==> config.mk <==
export PLATFORM = sky130hd
export DESIGN_NAME = led_chaser
export DESIGN_NICKNAME = d
export VERILOG_FILES = /design/src/rtl/led_chaser_pkg.sv /design/src/rtl/btn_sync.sv /design/src/rtl/btn_filter.sv /design/src/rtl/rise_strobe.sv /design/src/rtl/step_pacer.sv /design/src/rtl/led_chaser.sv
export SDC_FILE = /design/constraint.sdc
export NUM_CORES = 1
export LEC_CHECK = 0
export BUFFER_PORTS_ARGS = -buffer_cell sky130_fd_sc_hd__buf_2
export CAP_MARGIN = 25
export CORE_UTILIZATION = 55
export CTS_BUF_LIST = sky130_fd_sc_hd__clkbuf_8
export CTS_CLUSTER_DIAMETER = 80
export DETAILED_ROUTE_END_ITERATION = 6
export GPL_ROUTABILITY_DRIVEN = 0
export PLACE_DENSITY = 0.73
export SYNTH_ARGS = -nofsm -noshare
export SYNTH_HDL_FRONTEND = slang
export SYNTH_SLANG_ARGS = --single-unit
==> constraint.sdc <==
create_clock -name clk -period 2.2 [get_ports clk]
set_clock_uncertainty 0.15 [all_clocks]
set_input_delay 0.22 -clock clk [delete_from_list [all_inputs] [get_ports clk]]
set_output_delay 0.22 -clock clk [all_outputs]
set_load 0.05 [all_outputs]
==> src/rtl/led_chaser_pkg.sv <==
package led_chaser_pkg;

  typedef logic [2:0] width_t;

  localparam width_t WIDTH_MIN = 3'd1;
  localparam width_t WIDTH_MAX = 3'd4;

endpackage

==> src/rtl/btn_sync.sv <==
module btn_sync #(
  parameter int STAGES = 2
) (
  input  logic clk,
  input  logic rst,
  input  logic din,
  output logic dout
);

  logic [STAGES-1:0] chain_q;

  always_ff @(posedge clk) begin
    if (rst) chain_q <= '0;
    else     chain_q <= {chain_q[STAGES-2:0], din};
  end

  assign dout = chain_q[STAGES-1];

endmodule

==> src/rtl/btn_filter.sv <==
module btn_filter #(
  parameter int HOLD_CYC = 1_000_000
) (
  input  logic clk,
  input  logic rst,
  input  logic din,
  output logic level
);

  localparam int CNT_W = $clog2(HOLD_CYC + 1);
  localparam logic [CNT_W-1:0] LAST = CNT_W'(HOLD_CYC - 1);

  logic [CNT_W-1:0] run_q;
  logic             level_q;

  always_ff @(posedge clk) begin
    if (rst) begin
      run_q   <= '0;
      level_q <= 1'b0;
    end else if (din == level_q) begin
      run_q <= '0;
    end else if (run_q == LAST) begin
      run_q   <= '0;
      level_q <= din;
    end else begin
      run_q <= run_q + 1'b1;
    end
  end

  assign level = level_q;

  // a new level is only ever the one the input has been presenting
  a_r6_level_from_input: assert property (@(posedge clk) disable iff (rst)
    (level_q != $past(level_q)) |-> ($past(din) == level_q));

  // the run counter never passes the acceptance threshold
  a_r6_run_bounded: assert property (@(posedge clk) disable iff (rst)
    (run_q <= LAST));

endmodule

==> src/rtl/rise_strobe.sv <==
module rise_strobe (
  input  logic clk,
  input  logic rst,
  input  logic level,
  output logic strobe
);

  logic prev_q;
  logic strobe_q;

  always_ff @(posedge clk) begin
    if (rst) begin
      prev_q   <= 1'b0;
      strobe_q <= 1'b0;
    end else begin
      prev_q   <= level;
      strobe_q <= level & ~prev_q;
    end
  end

  assign strobe = strobe_q;

  // one strobe per press, never two in a row
  a_r5_single_strobe: assert property (@(posedge clk) disable iff (rst)
    strobe_q |=> !strobe_q);

endmodule

==> src/rtl/step_pacer.sv <==
module step_pacer #(
  parameter int PERIOD = 12_500_000
) (
  input  logic clk,
  input  logic rst,
  output logic tick
);

  localparam int CNT_W = $clog2(PERIOD);
  localparam logic [CNT_W-1:0] LAST = CNT_W'(PERIOD - 1);

  logic [CNT_W-1:0] cnt_q;
  logic             tick_q;

  always_ff @(posedge clk) begin
    if (rst) begin
      cnt_q  <= '0;
      tick_q <= 1'b0;
    end else begin
      tick_q <= (cnt_q == LAST);
      cnt_q  <= (cnt_q == LAST) ? '0 : cnt_q + 1'b1;
    end
  end

  assign tick = tick_q;

  // a tick is followed by a quiet gap
  a_r8_tick_gap: assert property (@(posedge clk) disable iff (rst)
    tick_q |=> !tick_q);

endmodule

==> src/rtl/led_chaser.sv <==
module led_chaser
  import led_chaser_pkg::*;
#(
  parameter int LED_W        = 16,
  parameter int SYNC_STAGES  = 2,
  parameter int DEBOUNCE_CYC = 1_000_000,
  parameter int STEP_CYC     = 12_500_000
) (
  input  logic             clk,
  input  logic             rst,
  input  logic             btn_raw,
  input  logic             dir_left,
  output logic [LED_W-1:0] led
);

  logic btn_s;
  logic btn_clean;
  logic press;
  logic step;

  btn_sync #(.STAGES(SYNC_STAGES)) u_sync (
    .clk (clk), .rst (rst), .din (btn_raw), .dout (btn_s)
  );

  btn_filter #(.HOLD_CYC(DEBOUNCE_CYC)) u_filter (
    .clk (clk), .rst (rst), .din (btn_s), .level (btn_clean)
  );

  rise_strobe u_edge (
    .clk (clk), .rst (rst), .level (btn_clean), .strobe (press)
  );

  step_pacer #(.PERIOD(STEP_CYC)) u_pacer (
    .clk (clk), .rst (rst), .tick (step)
  );

  function automatic logic [LED_W-1:0] band_of(width_t k);
    logic [LED_W-1:0] m;
    for (int i = 0; i < LED_W; i++) m[i] = (i <= int'(k));
    return m;
  endfunction

  width_t           width_q;
  width_t           width_nxt;
  logic [LED_W-1:0] bar_q;

  always_comb width_nxt = (width_q == WIDTH_MAX) ? WIDTH_MIN : width_q + 3'd1;

  always_ff @(posedge clk) begin
    if (rst) begin
      width_q <= WIDTH_MIN;
      bar_q   <= band_of(WIDTH_MIN);
    end else if (press) begin
      width_q <= width_nxt;
      bar_q   <= band_of(width_nxt);
    end else if (step) begin
      bar_q <= dir_left ? {bar_q[LED_W-2:0], bar_q[LED_W-1]}
                        : {bar_q[0], bar_q[LED_W-1:1]};
    end
  end

  assign led = bar_q;

  // width advances by one below the top value
  a_r2_advance: assert property (@(posedge clk) disable iff (rst)
    (press && width_q != WIDTH_MAX) |=> (width_q == $past(width_q) + 3'd1));

  // width wraps from the top back to the bottom
  a_r2_wrap: assert property (@(posedge clk) disable iff (rst)
    (press && width_q == WIDTH_MAX) |=> (width_q == WIDTH_MIN));

  // a press always leaves the unrotated band, step or not
  a_r7_reload_wins: assert property (@(posedge clk) disable iff (rst)
    press |=> (bar_q == ~({LED_W{1'b1}} << (width_q + 3'd1))));

  // rightward step
  a_r3_step_right: assert property (@(posedge clk) disable iff (rst)
    (step && !press && !dir_left) |=>
      (bar_q == {$past(bar_q[0]), $past(bar_q[LED_W-1:1])}));

  // leftward step
  a_r4_step_left: assert property (@(posedge clk) disable iff (rst)
    (step && !press && dir_left) |=>
      (bar_q == {$past(bar_q[LED_W-2:0]), $past(bar_q[LED_W-1])}));

  // without a step or press the bar holds
  a_r8_hold: assert property (@(posedge clk) disable iff (rst)
    (!step && !press) |=> $stable(bar_q));

endmodule

==> Word level (Yosys, flattened, before mapping) <==
Index checks and enable logic that the tools add are counted.
{ "word_totals": {"ff_bits": 69, "inputBits": 4, "output_inout_bits": 16, "word_cells": 36} }
{ "classes": {"add_sub_neg": 3, "order_cmp": 7, "eq_ne": 4, "n_mux": 4, "bitwise_logic": 3, "reduce_logical": 5} }
{ "ops": {"columns": ["operator", "n"], "rows": [
  ["$add A24 B1 Y24 const B", 1],
  ["$eq A24 B24 Y1 const B", 1],
  ["$add A20 B1 Y20 const B", 1],
  ["$eq A20 B20 Y1 const B", 1],
  ["$mux W16", 1],
  ["$mux W8", 2],
  ["$le A3 B3 Y1 const A", 4],
  ["$le A2 B3 Y1 const A", 2],
  ["$reduce_or A2 Y1", 2],
  ["$add A3 B1 Y3 const B", 1],
  ["$eq A3 B3 Y1 const B", 1],
  ["$le A1 B3 Y1 const A", 1],
  ["$mux W3", 1],
  ["$reduce_or A3 Y1", 1],
  ["$not A1 Y1", 2],
  ["$reduce_and A2 Y1", 1],
  ["$reduce_bool A2 Y1", 1],
  ["$and A1 B1 Y1", 1],
  ["$eq A1 B1 Y1", 1]
]} }

==> Depth between registers and ports, before layout <==
{ "logic_depth": {"word_depth": 4, "mapped_depth": 7, "depth_no_buf": 6} }

==> Hierarchy <==
A second synthesis with hierarchy kept.
{ "hier_totals": {"hier_cells": 370, "hier_area_um2": 3347.0} }
{ "by_module_without_submodules": {"columns": ["module", "instances", "cells_each", "area_each_um2", "seq_area_each_um2"], "rows": [
  ["step_pacer", 1, 132, 1151.1, 500.5],
  ["led_chaser", 1, 123, 1092.3, 380.4],
  ["btn_filter", 1, 107, 992.2, 420.4],
  ["rise_strobe", 1, 4, 58.8, 40.0],
  ["btn_sync", 1, 4, 52.6, 40.0]
]} }

==> Worst setup path after synthesis <==
OpenSTA, ideal clock, no wires.
{ "synth_path": {"path_type": "register to register", "start": "register u_pacer.cnt_q[0]", "end": "register u_pacer.cnt_q[20]", "arrival_time_ns": 1.779, "required_time_ns": 1.980, "path_slack_ns": 0.202, "stages_incl_launch_ff": 7, "path_cell_list": "dfxtp_1 > ha_1 > nand3_1 > or4_1 > buf_2 > or3_1 > a21oi_1"} }
{ "synth_between": {"elab_chain_cells": 2} }
{ "synth_lines": {"columns": ["element", "line", "source"], "rows": [
  ["from (decl)", "step_pacer.sv:12", "logic [CNT_W-1:0] cnt_q;"],
  ["from (signal assigned)", "step_pacer.sv:21", "cnt_q <= (cnt_q == LAST) ? '0 : cnt_q + 1'b1;"],
  ["parallel branches: the longest is 2 deep, another holds $add A24 B1 Y24", null, null]
]} }
Several ways; the timed one is not identified.
A chain may end at the register's enable or synchronous reset.

==> Worst setup path after layout <==
{ "layout_path": {"start": "register u_pacer.cnt_q[1]", "end": "register u_pacer.cnt_q[20]"} }
Same word-level chain as after synthesis.

==> flow_summary_export.csv <==
group,metric,value,unit
critical_path,rrSetupSlack,0.16,ns
synthesis,syn_area_per_cell,8.79,um2
global_routing,globalRouteMet2Util,35.0,%
sta,setup_viol,0,
route,postRouteAntennaNets,0,
sta,post-route-period-util,92.9,%
synthesis,netlist-cell-type-count,43,
global_routing,use_met3,4.53,%
synthesis,yosysWarnings,0,
critical_path,start_kind,"register",
min_path,holdPathStages,2,
pwr,power_switching,0.000520,W
die,fp.dieW,78.3,um
sta,fin_tns_setup,0,ns
sta,period_minus_slack,2.04,ns
critical_path,r2r_start,"u_pacer.cnt_q[1]",
pwr,power_leakage,1.30,nW
global_routing,grt_pass1_wl,10200,um
global_routing,grt_remaining_overflow,0,
global_routing,grtUsageTotal,21.0,%
cts,clock_path_buffers,2,
global_routing,grt_pass1_vias,2308,
route,drt-pass1-iter-count,4,
sta,final-max-slew-violation-count,0,
placed_design,dp_cells,445,
die,ios,20,
global_routing,globalRoute.busiestLayer,"met2",
route,routed_wl,5970,um
cts,htreeDepth,3,
synthesis,syn-num-nets,373,
min_path,hold_class,"input pin to register",
layout,antenna_cells,0,
critical_path,required,2.33,ns
sta,worstMarginPinSlew,0.659,ns
pwr,p_int,0.00191,W
run,max_cap_viol_count,0,
pwr,switching_share,21.4,%
route,vias,2616,
global_routing,grtUsageMet1,25.6,%
critical_path,arrival,2.17,ns
run_status,status,"complete, no violations",
sta,fmaxAchievable,489,MHz
pwr,sequentialPowerShare,51.8,%
synthesis,syn_inst,364,
layout,fin_cells,462,
min_path,hold_end,"width_q[1]",
die,fp-row-count,27,
route,drc,0,
layout,drive_above_1_share,13.6,%
route,drt-initial-drc-count,143,
cts,cts_root_buf,"clkbuf_8",
synthesis,synth_edf_count,0,
critical_path,reg2reg_depth,5,
critical_path,critPathKind,"register to register",
pwr,irDropWorstVdd,0.567,mV
synthesis,ys_ff_latch,69,
placed_design,hpwl,4020,um
placed_design,portBuffers,19,
die,start_util,57.4,%
critical_path,setup.worst_path.end_class,"register",
die,die_h,78.3,um
route,vias_per_cell,5.66,
sta,slew_headroom,56.0,%
pwr,combPwrFrac,2.3,%
sta,hold_viol_final,0,
die,dieArea,6130,um2
layout,fin_nets,394,
cts,post_cts_buffers,0,
synthesis,synth_area,3200,um2
layout,area_growth,12.9,%
global_routing,grt_antenna_before_repair,0,
cts,cts_tree,"yes",
sta,holdWs,0.0844,ns
cts,clock-sinks,69,
global_routing,grt_max_degree,25,
cts,cts_made_buffers,9,
synthesis,async_reset_ff_share,0,%
pwr,p_per_area,673,nW/um2
die,coreArea,5570,um2
placed_design,pre_cts_slack,0.0875,ns
synthesis,ys_seq_area_share,43.2,%
route,detail_route.wl_per_cell,12.9,um
synthesis,synth-main-ff-cell,"dfxtp_1",
critical_path,r2r-end,"u_pacer.cnt_q[20]",
sta,rsz0062_at_grt,"no",
cts,clk_latency,0.35,ns
min_path,worstHoldStart,"rst",
critical_path,crit_fanout,7,
cts,cts.clk_slew.worst_paths,0.08,ns
sta,setup_slack,0.156,ns
pwr,clock_power_share,45.9,%
[timing repair]
item | in CTS | in global routing
hold buffers | 1 | 0
gates resized for setup | 0 | 1
hold endpoints to repair | 1 | 0
setup endpoints to repair | 0 | 1
[worst max path at each step]
stage,start,to,cells after the start,slack [ns]
finish,u_pacer.cnt_q[1],u_pacer.cnt_q[20],5,0.16
global route,u_pacer.cnt_q[1],u_pacer.cnt_q[20],5,0.06
detailed placement,u_pacer.cnt_q[1],u_pacer.cnt_q[20],5,0.09
floorplan,u_pacer.cnt_q[0],u_pacer.cnt_q[20],6,0.20
CTS,u_pacer.cnt_q[1],u_pacer.cnt_q[20],5,0.07
global placement,u_pacer.cnt_q[1],u_pacer.cnt_q[20],5,0.15
[sequential cells by signal, indices dropped and copies added, names as in the netlist, 2 cells and up]
register        cells
u_pacer.cnt_q      24
led                16
u_sync.chain_q      2
u_filter.run_q     20
width_q             3
[power groups by stage]
stage,registers (W),logic (W),clock network (W)
after detailed placement,0.00129,0.0000557,0
after CTS,0.00126,0.0000570,0.00114
after global placement,0.00129,0.0000557,0
final,0.00126,0.0000569,0.00112
after floorplan,0.00129,0.0000415,0
after global routing,0.00126,0.0000630,0.00120
[routing by layer]
metal  wire (um)  vias to the layer above
met5           0                        -
met4         125                        0
met3         123                        9
met2        2760                       26
met1        2960                     1224
li1            -                     1357
[synth_stat cells (2+ instances only)]
cell type / count / area share, %
ha_1: 5 / 2.0
xnor2_1: 14 / 3.8
o21ai_0: 10 / 1.6
nor2_1: 50 / 5.9
or2_1: 2 / 0.39
xor2_1: 13 / 3.6
or3_1: 5 / 0.98
and4_2: 2 / 0.63
nor4b_1: 4 / 1.1
o21a_1: 2 / 0.47
or4_1: 8 / 1.9
mux2_2: 2 / 0.70
nand3_1: 16 / 2.5
inv_1: 10 / 1.2
and3_1: 4 / 0.78
nor3_1: 12 / 1.9
buf_2: 2 / 0.31
dfxtp_1: 69 / 43
mux2i_1: 15 / 4.7
a21oi_1: 26 / 4.1
a211o_1: 2 / 0.55
nor3b_1: 2 / 0.47
a211oi_1: 9 / 2.1
o31ai_1: 7 / 1.6
nand2_1: 15 / 1.8
and4_1: 5 / 1.4
nand4_1: 11 / 2.2
or2_2: 2 / 0.39
nor2b_1: 5 / 0.98
clkbuf_1: 15 / 1.8
nor4_1: 8 / 1.6
[critical path, stage by stage, from the launching register on]
cell and delay (ns):
dfxtp_1 0.37, ha_1 0.21, nand3_1 0.14, or4_4 0.61, or3_1 0.37, a21oi_1 0.14
[per-stage QoR]
| stage | utilization, % | instance area, um2 | total power (W) |
|---|---|---|---|
| 2_1_floorplan | - | 3200 | 0.00133 |
| 3_3_place_gp | 60.7 | 3380 | 0.00134 |
| 3_5_place_dp | 60.7 | 3380 | 0.00135 |
| 4_1_cts | 64.8 | 3610 | 0.00245 |
| 5_1_grt | 64.8 | 3610 | 0.00252 |
| 6_report | 64.8 | 3610 | 0.00243 |
[area by class of cell]
class / count / area (um2)
timing repair buffer: 29 / 185
multi-input combinational: 266 / 1700
clock buffer: 9 / 124
clock inverter: 7 / 91.3
sequential: 69 / 1380
tap: 72 / 90.1
inverter: 10 / 37.5
fill: 467 / 1960
[cell usage in the layout, fill, tap and decap left out, drive strengths merged, types with 7 or more instances in the layout]
cell type  count
xnor2         14
mux2i         15
o31ai          7
xor2          13
a21oi         26
nor2          50
or4            8
a211oi         9
nand2         15
clkbuf         9
dfxtp         69
nand3         16
and4           7
nand4         13
buf           28
inv           11
o21ai         10
nor3          12
nor4           8
[kinds of logic after synthesis]
kind of cell / Yosys count / share of synthesized area [%]
xor+xnor: 27 / 7.39
mux: 17 / 5.39
fa+ha+maj: 5 / 1.95
flops: 69 / 43.2
compound gates: 61 / 11.8
simple gates: 156 / 26.6
buf+inv: 29 / 3.71
Note: power is estimated with default switching activity, not from simulation.
